===== config.mk =====
export PLATFORM = sky130hd
export DESIGN_NAME = quench_seq
export DESIGN_NICKNAME = d
export VERILOG_FILES = /design/src/rtl/quench_pkg.sv /design/src/rtl/quench_timer.sv /design/src/rtl/quench_code.sv /design/src/rtl/quench_tally.sv /design/src/rtl/quench_seq.sv
export SDC_FILE = /design/constraint.sdc
export NUM_CORES = 1
export LEC_CHECK = 0
export ABC_AREA = 0
export BUFFER_PORTS_ARGS = -buffer_cell sky130_fd_sc_hd__buf_2
export CORE_UTILIZATION = 50
export CTS_CLUSTER_SIZE = 28
export DETAILED_ROUTE_END_ITERATION = 6
export PLACE_DENSITY = 0.72
export SLEW_MARGIN = 40
export SYNTH_ARGS = -nofsm -noshare
export SYNTH_HDL_FRONTEND = slang
export SYNTH_SLANG_ARGS = --single-unit

===== constraint.sdc =====
create_clock -name clk -period 2.35 [get_ports clk]
set_input_delay 0.3525 -clock clk [delete_from_list [all_inputs] [get_ports clk]]
set_output_delay 0.3525 -clock clk [all_outputs]
set_load 0.01 [all_outputs]

===== src/rtl/quench_pkg.sv =====
package quench_pkg;
  localparam int CODE_W_D = 9;
  localparam int FILT_SLOTS_D = 4;
  localparam int RAMP_SLOTS_D = 5;

  typedef enum logic [1:0] {
    PH_IDLE = 2'd0,
    PH_FILT = 2'd1,
    PH_RAMP = 2'd2,
    PH_OFF  = 2'd3
  } phase_e;
endpackage


===== src/rtl/quench_timer.sv =====
module quench_timer
  import quench_pkg::*;
#(
  parameter int FILT_SLOTS = FILT_SLOTS_D,
  parameter int RAMP_SLOTS = RAMP_SLOTS_D,
  localparam int PERIOD = FILT_SLOTS + RAMP_SLOTS + 1,
  localparam int SLOT_W = $clog2(PERIOD)
) (
  input  logic              clk,
  input  logic              rst_n,
  input  logic              run_en,
  output logic [SLOT_W-1:0] slot,
  output phase_e            phase,
  output logic              period_start
);
  localparam logic [SLOT_W-1:0] LAST = SLOT_W'(PERIOD - 1);
  localparam logic [SLOT_W-1:0] RAMP_FIRST = SLOT_W'(FILT_SLOTS);

  logic active;

  assign period_start = run_en && (!active || slot == LAST);

  always_ff @(posedge clk) begin
    if (!rst_n) begin
      active <= 1'b0;
      slot   <= '0;
    end else if (period_start) begin
      active <= 1'b1;
      slot   <= '0;
    end else if (active && slot == LAST) begin
      active <= 1'b0;
      slot   <= '0;
    end else if (active) begin
      slot <= slot + 1'b1;
    end
  end

  always_comb begin
    if (!active)                phase = PH_IDLE;
    else if (slot < RAMP_FIRST) phase = PH_FILT;
    else if (slot == LAST)      phase = PH_OFF;
    else                        phase = PH_RAMP;
  end


  slot_range_chk: assert property (@(posedge clk) disable iff (!rst_n)
    slot <= LAST);

  idle_slot_chk: assert property (@(posedge clk) disable iff (!rst_n)
    !active |-> slot == '0);
endmodule


===== src/rtl/quench_code.sv =====
module quench_code
  import quench_pkg::*;
#(
  parameter int CODE_W = CODE_W_D,
  parameter int FILT_SLOTS = FILT_SLOTS_D,
  parameter int RAMP_SLOTS = RAMP_SLOTS_D,
  localparam int PERIOD = FILT_SLOTS + RAMP_SLOTS + 1,
  localparam int SLOT_W = $clog2(PERIOD)
) (
  input  logic              clk,
  input  logic              rst_n,
  input  logic              period_start,
  input  logic [CODE_W-1:0] crit_code,
  input  logic [SLOT_W-1:0] slot,
  input  phase_e            phase,
  output logic [CODE_W-1:0] dac_code
);
  logic [CODE_W-1:0] crit_q;
  logic [CODE_W-1:0] filt_code;
  logic [CODE_W-1:0] ramp_tab [RAMP_SLOTS];

  always_ff @(posedge clk) begin
    if (!rst_n)            crit_q <= '0;
    else if (period_start) crit_q <= crit_code;
  end

  assign filt_code = (crit_q == '0) ? '0 : crit_q - 1'b1;

  for (genvar k = 0; k < RAMP_SLOTS; k++) begin : g_ramp
    localparam logic [CODE_W:0] OFS = (CODE_W+1)'(1) << k;
    logic [CODE_W:0] sum;
    assign sum = {1'b0, crit_q} + OFS;
    assign ramp_tab[k] = sum[CODE_W] ? {CODE_W{1'b1}} : sum[CODE_W-1:0];
  end

  always_comb begin
    dac_code = '0;
    unique case (phase)
      PH_FILT: dac_code = filt_code;
      PH_RAMP: begin
        for (int k = 0; k < RAMP_SLOTS; k++)
          if (slot == SLOT_W'(FILT_SLOTS + k)) dac_code = ramp_tab[k];
      end
      default: dac_code = '0;
    endcase
  end


  ramp_rise_chk: assert property (@(posedge clk) disable iff (!rst_n)
    (phase == PH_RAMP && $past(phase) == PH_RAMP) |-> dac_code >= $past(dac_code));
endmodule


===== src/rtl/quench_tally.sv =====
module quench_tally #(
  parameter int WIN = 6,
  localparam int CNT_W = $clog2(WIN + 1)
) (
  input  logic             clk,
  input  logic             rst_n,
  input  logic             window,
  input  logic             last_slot,
  input  logic             cmp_bit,
  output logic [CNT_W-1:0] strength,
  output logic             strength_valid
);
  logic [CNT_W-1:0] acc;
  logic             hit;

  assign hit = window && cmp_bit;

  always_ff @(posedge clk) begin
    if (!rst_n) begin
      acc            <= '0;
      strength       <= '0;
      strength_valid <= 1'b0;
    end else if (last_slot) begin
      acc            <= '0;
      strength       <= acc + CNT_W'(hit);
      strength_valid <= 1'b1;
    end else begin
      acc            <= acc + CNT_W'(hit);
      strength_valid <= 1'b0;
    end
  end


  count_max_chk: assert property (@(posedge clk) disable iff (!rst_n)
    strength_valid |-> strength <= CNT_W'(WIN));

  pulse_single_chk: assert property (@(posedge clk) disable iff (!rst_n)
    strength_valid |=> !strength_valid);
endmodule


===== src/rtl/quench_seq.sv =====
module quench_seq
  import quench_pkg::*;
#(
  parameter int CODE_W = CODE_W_D,
  parameter int FILT_SLOTS = FILT_SLOTS_D,
  parameter int RAMP_SLOTS = RAMP_SLOTS_D,
  localparam int PERIOD = FILT_SLOTS + RAMP_SLOTS + 1,
  localparam int SLOT_W = $clog2(PERIOD),
  localparam int WIN = RAMP_SLOTS + 1,
  localparam int CNT_W = $clog2(WIN + 1)
) (
  input  logic              clk,
  input  logic              rst_n,
  input  logic              run_en,
  input  logic [CODE_W-1:0] crit_code,
  input  logic              cmp_bit,
  output logic [CODE_W-1:0] dac_code,
  output logic              cmp_strobe,
  output logic [CNT_W-1:0]  strength,
  output logic              strength_valid
);
  logic [SLOT_W-1:0] slot;
  phase_e            phase;
  logic              period_start;
  logic              last_slot;

  quench_timer #(.FILT_SLOTS(FILT_SLOTS), .RAMP_SLOTS(RAMP_SLOTS)) timer_i (
    .clk(clk), .rst_n(rst_n), .run_en(run_en),
    .slot(slot), .phase(phase), .period_start(period_start)
  );

  quench_code #(.CODE_W(CODE_W), .FILT_SLOTS(FILT_SLOTS), .RAMP_SLOTS(RAMP_SLOTS)) code_i (
    .clk(clk), .rst_n(rst_n), .period_start(period_start), .crit_code(crit_code),
    .slot(slot), .phase(phase), .dac_code(dac_code)
  );

  assign cmp_strobe = (phase == PH_RAMP) || (phase == PH_OFF);
  assign last_slot  = (phase == PH_OFF);

  quench_tally #(.WIN(WIN)) tally_i (
    .clk(clk), .rst_n(rst_n), .window(cmp_strobe), .last_slot(last_slot),
    .cmp_bit(cmp_bit), .strength(strength), .strength_valid(strength_valid)
  );


  off_zero_chk: assert property (@(posedge clk) disable iff (!rst_n)
    (slot == SLOT_W'(PERIOD - 1)) |-> dac_code == '0);

  idle_zero_chk: assert property (@(posedge clk) disable iff (!rst_n)
    (phase == PH_IDLE) |-> (dac_code == '0 && !cmp_strobe));

  strobe_window_chk: assert property (@(posedge clk) disable iff (!rst_n)
    cmp_strobe |-> slot >= SLOT_W'(FILT_SLOTS));

  valid_after_last_chk: assert property (@(posedge clk) disable iff (!rst_n)
    strength_valid |-> $past(last_slot));
endmodule


=== After elaboration in Yosys (flattened, before gate mapping) ===
Index checks and enable logic that the tools add are counted.

* Add/subtract/negate cells: 8
* Multiplexer cells: 18
* Equality and inequality tests: 9
* Reduce and logical (&&, ||, !) cells: 10
* Bitwise logic cells: 1
* $lt $le $gt $ge: 1

{| class="wikitable"
|+ Operators by type and width
! kind !! count
|-
| $mux W9 || 11
|-
| $pmux W9 S2 || 1
|-
| $eq A4 B3 Y1 const B || 4
|-
| $add A9 B1 Y10 const B || 1
|-
| $add A9 B2 Y10 const B || 1
|-
| $add A9 B3 Y10 const B || 1
|-
| $add A9 B4 Y10 const B || 1
|-
| $add A9 B5 Y10 const B || 1
|-
| $logic_not A9 Y1 || 1
|-
| $sub A9 B1 Y9 const B || 1
|-
| $eq A4 B4 Y1 const B || 2
|-
| $add A4 B1 Y4 const B || 1
|-
| $eq A2 B2 Y1 const B || 2
|-
| $lt A4 B3 Y1 const B || 1
|-
| $mux W1 || 4
|-
| $mux W2 || 2
|-
| $add A3 B1 Y3 || 1
|-
| $logic_and A1 B1 Y1 || 3
|-
| $reduce_or A3 Y1 || 1
|-
| $eq A2 B1 Y1 const B || 1
|-
| $logic_or A1 B1 Y1 || 2
|-
| $reduce_bool A2 Y1 || 1
|-
| $reduce_or A2 Y1 || 1
|-
| $logic_not A1 Y1 || 1
|-
| $not A1 Y1 || 1
|}

* Output and inout port bits: 14
* Bits in registers: 21
* Word-level logic and storage cells: 53
* Bits of input ports: 13

=== Logic depth before layout (Yosys ltp) ===
* Depth in word-level cells: 8
* Mapped depth: 9
* Gate-level depth less buffers: 8

=== Cells and area by module ===
A second synthesis with hierarchy kept.

* Cells, all modules: 268
* Area, all modules: 2194.6 um^2

{| class="wikitable"
|+ Modules (own cells, without submodules)
! module !! area each (um^2) !! times used !! cells an instance
|-
| quench_code || 1632.8 || 1 || 215
|-
| quench_timer || 286.5 || 1 || 29
|-
| quench_tally || 265.3 || 1 || 22
|-
| quench_seq || 10.0 || 1 || 2
|}

=== Worst setup path after synthesis ===
Ideal clock, no wire load.

* Path kind: flip-flop to output port
* Start: register code_i.crit_q[2]
* End: output port dac_code[7]
* Data required time: 1.997 ns
* Setup slack: -0.068 ns
* Arrival time: 2.065 ns
* Cell stages (with the launch flop): 9
* Buffers on the path: 2
* Cells stage by stage: dfxtp_1 clkbuf_1 inv_1 ha_1 and4bb_1 a311o_1 buf_2 o22a_1 o22ai_1

* Cells in the longest elaborated chain, start to end: 8
* Elaborated cells on any way between the ends: 19

{| class="wikitable"
|+ RTL lines
! item !! line !! text
|-
| from (decl) || quench_code.sv:18 || <nowiki>logic [CODE_W-1:0] crit_q;</nowiki>
|-
| from (signal assigned) || quench_code.sv:24 || <nowiki>else if (period_start) crit_q <= crit_code;</nowiki>
|-
| $add A9 B1 Y10 || quench_code.sv:32 || <nowiki>assign sum = {1'b0, crit_q} + OFS;</nowiki>
|-
| $mux W9 || quench_code.sv:33 || <nowiki>assign ramp_tab[k] = sum[CODE_W] ? {CODE_W{1'b1}} : sum[CODE_W-1:0];</nowiki>
|-
| $mux W9 (5 in a row) || quench_code.sv:42 || <nowiki>if (slot == SLOT_W'(FILT_SLOTS + k)) dac_code = ramp_tab[k];</nowiki>
|-
| $pmux W9 S2 (*) || quench_code.sv:38 || <nowiki>unique case (phase)</nowiki>
|-
| to (decl) || quench_seq.sv:17 || <nowiki>output logic [CODE_W-1:0] dac_code,</nowiki>
|}

Every way passes the cells marked *; elsewhere a longest branch is shown, timed or not.

=== Worst setup path in the final report ===
* Start: register code_i.crit_q[3]
* End: output port dac_code[7]

The elaborated chain is that of the path after synthesis.

==> run metrics <==
status=finished, violations left; failing checks=negative setup slack; Yosys warnings=0; CTS Hold Bufs=0; Post-synth EDFFs=0; Critical R2R Launch=timer_i.slot[3]$_SDFFE_PP0P_; worst-margin pin slew=0.581 ns; post-synthesis sequential area ratio=20.4%; crit-path max FO=6; Routed Antenna Nets=0; I/O pins=27; FMAX=420 MHz; Post-synth top flop=dfxtp_1; number of DRC markers in iteration 0=312; largest net degree at the start of global routing=17; via count=2165; count leader, synth=nand2_1; Critical Path End Type=output port; Hold Fails Final Rpt=0; floorplan row count=22; synthesized flop and latch total=21; Max-Cap Viols=0; total power=0.877 mW; mapped cell area=2060 µm²; family with the most delay on the worst path=compound AO/OA/AOI/OAI gates; worst hold-check path type=in -> reg; Bufs and invs on worst path=2; Area growth, synth to finish=28.1%; Async SR Flop Fraction=0%; Distinct cells, synth=53; First-pass DRT Iterations=5; CP required=2.00 ns; Starting Density=54.2%; share of layout cells above drive strength 1=32.9%; WHS=0.316 ns; Clock Latency Late Sink=0.26 ns; Die Y=66.2 µm; Placed Cells=358; Yosys top cell area share=20.4%; port bufs=26; TritonCTS Buffers=3; Mapped Avg Cell Area=7.43 µm²; Reg clk slew, reported paths=0.07 ns; die footprint=4380 µm²; wire length per cell=15.3 µm; Max H-tree Level=1; first-pass GRT wire length=9.09 mm; relative slew slack=61.0%; CTS tree=done; max-slew violations=0; CTS Buffer Depth=2; Period minus WS final=2.38 ns; RSZ-0062 raised after global routing=true; GRT Total Usage=27.1%; total congestion overflow=0; Worst Setup SP=code_i.crit_q[3]$_SDFFE_PN0P_; syn_nets=307; CP peak stage delay=0.39 ns; Hold Startpoint=crit_code[4]; power density over cell area=332 nW/µm²; crit start category=register; crit path kind=reg -> out; dpl hpwl=4.21 mm; commonest cells in the netlist=36 x nand2_1, 21 x dfxtp_1, 21 x nor2_1; vias in the first global route=1956; worst vdd ir=0.000362 V; Num Clock Sinks=21; Routed WL=5.65 mm; Vias/cell=5.85; LEAKAGE=1.07 nW; Syn Inst Count=277; die width=66.2 µm; initial antenna violation count=0; CP cell instances=ha_2, buf_4, nand2_1, o21ai_0, mux2i_1, o31a_1, o22ai_1, buf_2; Nets=353; Yosys top cell by area=dfxtp_1; clk root buf=clkbuf_8; top post-synthesis cells by area=dfxtp_1 20%, ha_1 10%, nand2_1 6.6%; Slowest-stage cell, CP=dfxtp_4; DR DRC count=0; final RePlAce weighted congestion=0.984; non-filler cells, final=370; final number of setup-violating endpoints=3; PnR worst setup slack=-0.0332 ns; Layout fillers=325; Worst Skew=0.00123 ns; core area=3800 µm²; ant diodes=0; CP arrival=2.03 ns; period utilization=101%
[layer usage]
layer  wire length, µm  GRT usage [%]  up-vias
met1              2530           37.8      968
met2              2550           42.2      101
met5                 0              0        -
li1                  -              -     1081
met4               110           9.04        0
met3               460           3.97       15
[logic make-up (layout without fill, tap and decap cells)]
family | Yosys count | after routing | synth area share [%]
adder cells (fa/ha/maj) | 17 | 17 | 10.3
AND/OR/NAND/NOR | 99 | 99 | 23.4
XOR/XNOR | 20 | 20 | 8.51
flip-flops | 21 | 21 | 20.4
buffers and inverters | 37 | 82 | 8.02
multiplexers | 7 | 7 | 3.40
AO/OA/AOI/OAI | 76 | 76 | 25.9
[path summary, 6_finish.rpt]
kind | slack (ns) | depth (start not counted) | end
min reg2reg | 0.46 | 2 | tally_i.strength[2]$_SDFFE_PN0P_
min | 0.32 | 3 | code_i.crit_q[4]$_SDFFE_PN0P_
max | -0.03 | 8 | dac_code[7]
max reg2reg | 0.40 | 9 | tally_i.strength[2]$_SDFFE_PN0P_
[cell usage in the layout (no fill, tap or decap), types with 4 or more instances in the layout]
master	n
nand2_1	34
buf_4	31
buf_2	26
nor2_1	20
a21oi_1	17
xnor2_1	13
dfxtp_1	13
inv_1	12
o21ai_0	10
ha_1	10
xor2_1	7
mux2i_1	7
nand3_1	7
o22ai_1	6
dfxtp_4	6
nor2b_1	4
nand4_1	4
nand3b_1	4
a221oi_2	4
o32ai_1	4
a31oi_1	4
ha_4	4
[metrics by stage]
step           cell area (µm²)  util, %  setup WS [ns]  setup TNS, ns
2_1_floorplan             2060        -         0.0476              0
3_3_place_gp              2350     61.9         0.0581              0
3_5_place_dp              2350     61.9         0.0274              0
4_1_cts                   2520     66.3       0.000972              0
5_1_grt                   2640     69.4         -0.163         -0.907
6_report                  2640     69.4        -0.0332        -0.0525
[worst reg2reg max path, stage by stage (launching register included)]
cell and delay, ns:
dfxtp_1 0.37, buf_4 0.17, nor2_1 0.18, nor2b_1 0.09, and2_1 0.17, ha_1 0.17
ha_1 0.19, xnor2_1 0.13, or3_1 0.31, a21oi_1 0.12
[power by group]
| part | internal (mW) | switching [mW] | total, mW |
|---|---|---|---|
| Clock | 0.118 | 0.113 | 0.231 |
| Combinational | 0.121 | 0.142 | 0.263 |
| Sequential | 0.365 | 0.0173 | 0.382 |
[state kept, by name, summed over array words and instances, names as in the netlist]
| name | count |
|---|---|
| timer_i.slot | 4 |
| tally_i.strength_valid | 1 |
| timer_i.active | 1 |
| tally_i.strength | 3 |
| code_i.crit_q | 9 |
| tally_i.acc | 3 |
[repair_timing]
item                                    in CTS  in global routing
pin swaps                                   11                  9
resized for setup                           32                 24
buffers inserted                             4                  4
endpoints found under the setup margin       9                  9
[area by class of cell]
| cell class | count | area, µm² | share of cell area (%) |
|---|---|---|---|
| Timing Repair Buffer | 61 | 417 | 15.8 |
| Inverter | 17 | 68.8 | 2.61 |
| Multi-Input combinational cell | 219 | 1600 | 60.7 |
| Clock inverter | 1 | 5.00 | 0.190 |
| Tap cell | 48 | 60.1 | 2.28 |
| Clock buffer | 3 | 41.3 | 1.57 |
| Sequential cell | 21 | 445 | 16.9 |
(Power assumes the default switching activity.)
